### src/rtl/addr_xlatch_pkg.sv
// Package: field widths of the split address and helpers shared by the
// latch block, its checker and its bench. Assumes the low field sits at
// the bottom, then set, then tag, with no gaps.
package addr_xlatch_pkg;
    localparam int LOW_W  = 7;
    localparam int SET_W  = 11;
    localparam int TAG_W  = 12;
    localparam int ADDR_W = LOW_W + SET_W + TAG_W;
    localparam int SUB_W  = LOW_W;
    localparam int LINE_W = SET_W + TAG_W;

    typedef enum logic [1:0] {
        SNP_IDLE   = 2'b00,
        SNP_ACCEPT = 2'b01,
        SNP_REJECT = 2'b10
    } snp_decision_e;

    // Decide what a snoop strobe does given the two active-low enables.
    function automatic snp_decision_e snoop_decide(input logic start,
                                                   input logic sub_oe_n,
                                                   input logic line_oe_n);
        if (!start)
            return SNP_IDLE;
        else if (sub_oe_n && line_oe_n)
            return SNP_ACCEPT;
        else
            return SNP_REJECT;
    endfunction
endpackage

### src/rtl/xlatch_slice.sv
// Module: one portion of the split address output latch.
// Behaves as a hold register: it loads d on a clock edge where load_en
// is high and otherwise keeps its value. The held value is always shown
// on q. The pad drive enables are replicated from the active-low output
// enable. Assumes a synchronous active-low reset that clears the held value.
module xlatch_slice #(
    parameter int W = 7
) (
    input  logic         clk,
    input  logic         rst_n,
    input  logic         load_en,
    input  logic [W-1:0] d,
    input  logic         oe_n,
    output logic [W-1:0] q,
    output logic [W-1:0] drv_en
);
    logic [W-1:0] held_q;

    // Hold register: transparent-on-clock load, otherwise hold.
    always_ff @(posedge clk) begin
        if (!rst_n)
            held_q <= '0;
        else if (load_en)
            held_q <= d;
    end

    // Per-bit pad drive enable from the portion's active-low enable.
    always_comb begin
        for (int i = 0; i < W; i++)
            drv_en[i] = ~oe_n;
    end

    assign q = held_q;
endmodule

### src/rtl/snoop_sampler.sv
// Module: samples the bus pins into the snoop-address register.
// A strobe is accepted only when both portions are off the bus. A strobe
// that arrives while either portion is driving leaves the register
// untouched and gives a one-cycle error pulse. Assumes a synchronous
// active-low reset.
module snoop_sampler #(
    parameter int W = 30
) (
    input  logic         clk,
    input  logic         rst_n,
    input  logic         start,
    input  logic         sub_oe_n,
    input  logic         line_oe_n,
    input  logic [W-1:0] pins,
    output logic [W-1:0] addr_q,
    output logic         err_q
);
    import addr_xlatch_pkg::*;

    snp_decision_e decision;

    // Classify the strobe in this cycle.
    always_comb decision = snoop_decide(start, sub_oe_n, line_oe_n);

    // Capture the address register on an accepted strobe.
    always_ff @(posedge clk) begin
        if (!rst_n)
            addr_q <= '0;
        else if (decision == SNP_ACCEPT)
            addr_q <= pins;
    end

    // Pulse the error flag for one cycle on a rejected strobe.
    always_ff @(posedge clk) begin
        if (!rst_n)
            err_q <= 1'b0;
        else
            err_q <= (decision == SNP_REJECT);
    end
endmodule

### src/rtl/addr_xlatch_top.sv
// Module: split address output latch with snoop capture.
// The sub-line portion carries the low field and the line portion carries
// the set and tag fields. Each portion loads from the new-cycle address
// only while its own latch enable is high and the cycle is valid. The
// pins are inputs whenever both enables are inactive, and a snoop strobe
// samples them then. Assumes synchronous active-low reset and that the
// pad logic combines pin_out and pin_oe.
module addr_xlatch_top
    import addr_xlatch_pkg::*;
#(
    parameter int P_LOW_W = LOW_W,
    parameter int P_SET_W = SET_W,
    parameter int P_TAG_W = TAG_W
) (
    input  logic                                 clk,
    input  logic                                 rst_n,
    input  logic                                 cyc_valid,
    input  logic [P_LOW_W+P_SET_W+P_TAG_W-1:0]   cyc_addr,
    input  logic                                 sub_le,
    input  logic                                 line_le,
    input  logic                                 sub_oe_n,
    input  logic                                 line_oe_n,
    input  logic                                 snp_start,
    input  logic [P_LOW_W+P_SET_W+P_TAG_W-1:0]   pin_in,
    output logic [P_LOW_W+P_SET_W+P_TAG_W-1:0]   pin_out,
    output logic [P_LOW_W+P_SET_W+P_TAG_W-1:0]   pin_oe,
    output logic                                 bus_start,
    output logic [P_LOW_W+P_SET_W+P_TAG_W-1:0]   snp_addr,
    output logic                                 snp_err
);
    localparam int AW  = P_LOW_W + P_SET_W + P_TAG_W;
    localparam int SW  = P_LOW_W;
    localparam int LW  = P_SET_W + P_TAG_W;

    logic          sub_load;
    logic          line_load;
    logic          full_drive;
    logic [SW-1:0] sub_q;
    logic [SW-1:0] sub_drv;
    logic [LW-1:0] line_q;
    logic [LW-1:0] line_drv;
    logic          start_q;

    // Load qualifiers for each portion.
    always_comb begin
        sub_load   = cyc_valid & sub_le;
        line_load  = cyc_valid & line_le;
        full_drive = sub_load & line_load & ~sub_oe_n & ~line_oe_n;
    end

    xlatch_slice #(.W(SW)) sub_slice_i (
        .clk     (clk),
        .rst_n   (rst_n),
        .load_en (sub_load),
        .d       (cyc_addr[SW-1:0]),
        .oe_n    (sub_oe_n),
        .q       (sub_q),
        .drv_en  (sub_drv)
    );

    xlatch_slice #(.W(LW)) line_slice_i (
        .clk     (clk),
        .rst_n   (rst_n),
        .load_en (line_load),
        .d       (cyc_addr[AW-1:SW]),
        .oe_n    (line_oe_n),
        .q       (line_q),
        .drv_en  (line_drv)
    );

    snoop_sampler #(.W(AW)) snoop_i (
        .clk       (clk),
        .rst_n     (rst_n),
        .start     (snp_start),
        .sub_oe_n  (sub_oe_n),
        .line_oe_n (line_oe_n),
        .pins      (pin_in),
        .addr_q    (snp_addr),
        .err_q     (snp_err)
    );

    // Mark the cycle in which a new address first shows on a fully driven bus.
    always_ff @(posedge clk) begin
        if (!rst_n)
            start_q <= 1'b0;
        else
            start_q <= full_drive;
    end

    assign pin_out   = {line_q, sub_q};
    assign pin_oe    = {line_drv, sub_drv};
    assign bus_start = start_q;
endmodule

### config.mk
export PLATFORM = sky130hd
export DESIGN_NAME = addr_xlatch_top
export DESIGN_NICKNAME = d
export VERILOG_FILES = /design/src/rtl/addr_xlatch_pkg.sv /design/src/rtl/xlatch_slice.sv /design/src/rtl/snoop_sampler.sv /design/src/rtl/addr_xlatch_top.sv
export SDC_FILE = /design/constraint.sdc
export NUM_CORES = 1
export LEC_CHECK = 0
export ABC_CLOCK_PERIOD_IN_PS = 1100
export BUFFER_PORTS_ARGS = -buffer_cell sky130_fd_sc_hd__buf_2
export CAP_MARGIN = 15
export CORE_UTILIZATION = 45
export CTS_BUF_LIST = sky130_fd_sc_hd__clkbuf_4
export DETAILED_ROUTE_END_ITERATION = 6
export PLACE_DENSITY = 0.95
export REMOVE_ABC_BUFFERS = 1
export SETUP_SLACK_MARGIN = 0.3
export SLEW_MARGIN = 15
export SYNTH_ARGS = -nofsm -noshare
export SYNTH_HDL_FRONTEND = slang
export SYNTH_HIERARCHICAL = 1
export SYNTH_SLANG_ARGS = --single-unit
### constraint.sdc
create_clock -name clk -period 1.1 [get_ports clk]
set_clock_uncertainty 0.1 [all_clocks]
set_input_delay 0.055 -clock clk [delete_from_list [all_inputs] [get_ports clk]]
set_output_delay 0.055 -clock clk [all_outputs]
set_load 0.05 [all_outputs]
==> impl_metrics.yaml <==
sta:
  grt_setup_unrepaired: "yes"
  timing.final.max_slew_violations: 0
  timing.final.crit_period_ns: 1.12
  maxSlewHeadroom_pct: 74.7
  post-route-worst-setup-slack_ns: -0.0244
  setup_violations: 13
  hold_slack_ns: 0.0251
  tightest_slew_ns: 0.380
  setup_tns_final_ns: -0.152
  timing.fmax_ghz: 0.889
  period_share_pct: 102
  final_hold_viol_count: 0
routing:
  drt_pass1_iterations: 4
  drt-total-wl_um: 12200
  dr_total_vias: 2856
  remaining_drc_errors: 0
  drt-wirelength-per-cell_um: 21.9
  antenna_violating_nets_post_route: 0
  drt-initial-drc-count: 143
  routed_via_density: 5.14
placed_design:
  post-dp-hpwl_um: 4180
  gp_congestion: 0.718
  placed_cell_area_sq_um: 3280
  io_buffer_count: 159
floorplan:
  fp-row-count: 27
  initial_utilization_pct: 47.7
  die_width_um: 79.3
  die_area_sq_um: 6290
  core-area_sq_um: 5640
  die_height_um: 79.3
  io-pin-count: 160
clocking:
  cts_tree: "done"
  cts.root.buffer_cell: "clkbuf_4"
  tritoncts_sink_count: 62
  path_clk_slew_ns: 0.12
  htreeDepth: 3
  hold_buffers: 66
  clock_insertion_delay_worst_skew_ns: 0.42
  cts_buffers: 9
  clockBufferDepth: 2
logic_synthesis:
  ys.warnings.count: 6
  synth_area_sq_um: 2690
  synth.ff_latch_count: 62
  synthesis.area_per_instance_sq_um: 10.1
  seq_area_frac_synth_pct: 46.1
  count_of_different_cell_masters_after_synthesis: 15
  syn_inst: 266
cells_and_area:
  area_delta_synth_final_pct: 93.6
  diodes: 0
  layout.area.seq_sq_um: 1340
  n_fill_cell: 181
  post_layout_nets: 547
  postLayoutCellArea_sq_um: 5210
  drive_above_1_share_pct: 57.9
  final_core_util_pct: 92.4
  multi_input_comb_area_sq_um: 1140
grt:
  grtUsageMet2_pct: 62.1
  use_met1_pct: 32.2
  grt_overflow_total: 0
  grt-busiest-layer: "met2"
  first_global_vias: 2944
  first_pass_grt_wire_length_um: 15500
  grt_antenna_before_repair: 0
  gr-usage-all-layers_pct: 33.6
  grt_max_degree: 52
  groute.layer.met3.usage_pct: 10.5
hold_path:
  hold_path_class: "input port to register"
power:
  fin_total_pwr_uw: 5600
  powerDensity_nw_per_um2: 1070
  leakage_uw: 0.00228
  vdd_drop_max_v: 0.000818
critical_path:
  critPathRequiredTime_ns: 1.29
  rr_endpoint: "line_slice_i/q[13]$_SDFFE_PN0P_"
  critical_path.startpoint_type: "register"
  worst_reg_to_reg_path_cell_count: 4
  max_fanout_on_critical_path: 2
  worst_setup_path_startpoint: "line_slice_i/q[13]$_SDFFE_PN0P_"
  r2r_start: "line_slice_i/q[13]$_SDFFE_PN0P_"
  timing.reg2reg.setup_slack_ns: -0.02
  cp-end-kind: "register"
  data_arrival_time_of_the_critical_path_ns: 1.31
  critical_path.endpoint: "line_slice_i/q[13]$_SDFFE_PN0P_"
  path_class: "register to register"
run_status:
  outcome: "finished, violations left"
  violations: "setup timing"
run:
  drv.max_cap_violation_count: 0
-- worst min-delay path by stage --
stage | from | slack, ns | cells past startpoint | to
2_1_floorplan | sub_oe_n | 0.02 | 1 | bus_start$_SDFF_PN0_
3_3_place_gp | sub_oe_n | 0.16 | 2 | bus_start$_SDFF_PN0_
3_5_place_dp | sub_oe_n | 0.17 | 2 | bus_start$_SDFF_PN0_
4_1_cts | rst_n | -0.03 | 4 | snoop_i/err_q$_SDFF_PN0_
5_1_grt | rst_n | 0.02 | 3 | line_slice_i/q[8]$_SDFFE_PN0P_
6_report | rst_n | 0.03 | 3 | line_slice_i/q[8]$_SDFFE_PN0P_
-- where the power goes --
part	internal [uW]	leakage (uW)	switching, uW
Combinational	812	0.00168	991
Clock	464	0.0000671	881
Sequential	2340	0.000536	108
Total	3620	0.00228	1980
-- worst max-delay path, cell delays in order, from the launching register on --
cell and delay [ns]:
dfxtp_2 0.36, buf_6 0.11, buf_6 0.10, mux2i_1 0.21, nor2b_1 0.13
-- cell usage in the layout, fill, tap and decap left out, drive strengths merged --
cell type and count:
buf 181, dlygate4sd3 66, dfxtp 62, nand2 61, mux2i 60, nor2b 30, clkbuf 10, clkinv 6
and2 2, inv 2, nand4 1, nor3 1, and3 1, a21oi 1
-- sequential cells by signal, summed over array words and instances (netlist names) --
register and count:
sub_slice_i/q 7, snoop_i/addr_q 30, line_slice_i/q 23, snoop_i/err_q 1, bus_start 1
-- per-stage QoR --
| stage | std cells | setup slack, ns |
|---|---|---|
| finish | 556 | -0.0244 |
| global route | 556 | -0.0515 |
| CTS | 546 | 0.00657 |
| detailed placement | 457 | 0.0326 |
| global placement | 457 | 0.112 |
| floorplan | 221 | -5.60 |
-- what timing repair did --
action                     4_1_cts  5_1_grt
gates cloned                     1        0
setup buffers                    6       10
gates resized for setup        264       88
hold endpoints to repair        62        1
setup endpoints to repair       85      115
pin swaps                        0        0
-- metal layers --
layer	routed length, um	share of wire, %
met4	531	4.4
met2	6320	52
met3	884	7.2
met5	0	0
met1	4470	37
-- cell usage after synthesis --
master / n / area [sq um]
dfxtp_1: 62 / 1240
nand2_1: 61 / 229
mux2i_1: 60 / 601
nor2b_1: 30 / 188
buf_4: 29 / 218
clkbuf_1: 7 / 26.3
buf_12: 5 / 100
buf_6: 3 / 33.8
and2_2: 2 / 15.0
inv_1: 2 / 7.51
a21oi_1: 1 / 5.00
and3_1: 1 / 6.26
buf_2: 1 / 5.00
nand4_1: 1 / 6.26
nor3_2: 1 / 10.0
-- area by class of cell --
| cell class | instances | share of cell area, % |
|---|---|---|
| inverters | 2 | 0.192 |
| clock buffers | 10 | 1.44 |
| well taps | 72 | 1.73 |
| clock inverters | 6 | 0.552 |
| multi-input cells | 157 | 22.0 |
| flip-flops and latches | 62 | 25.7 |
| repair buffers | 247 | 48.4 |
-- cell families (layout without fill, tap and decap cells) --
logic type             Yosys count  after routing  synth area share, %
AND/OR/NAND/NOR                 96             96                 16.9
AO/OA/AOI/OAI                    1              1                0.186
buffers and inverters           47            265                 14.5
flip-flops                      62             62                 46.1
multiplexers                    60             60                 22.3
No activity file was read; power rests on OpenSTA's default activity.
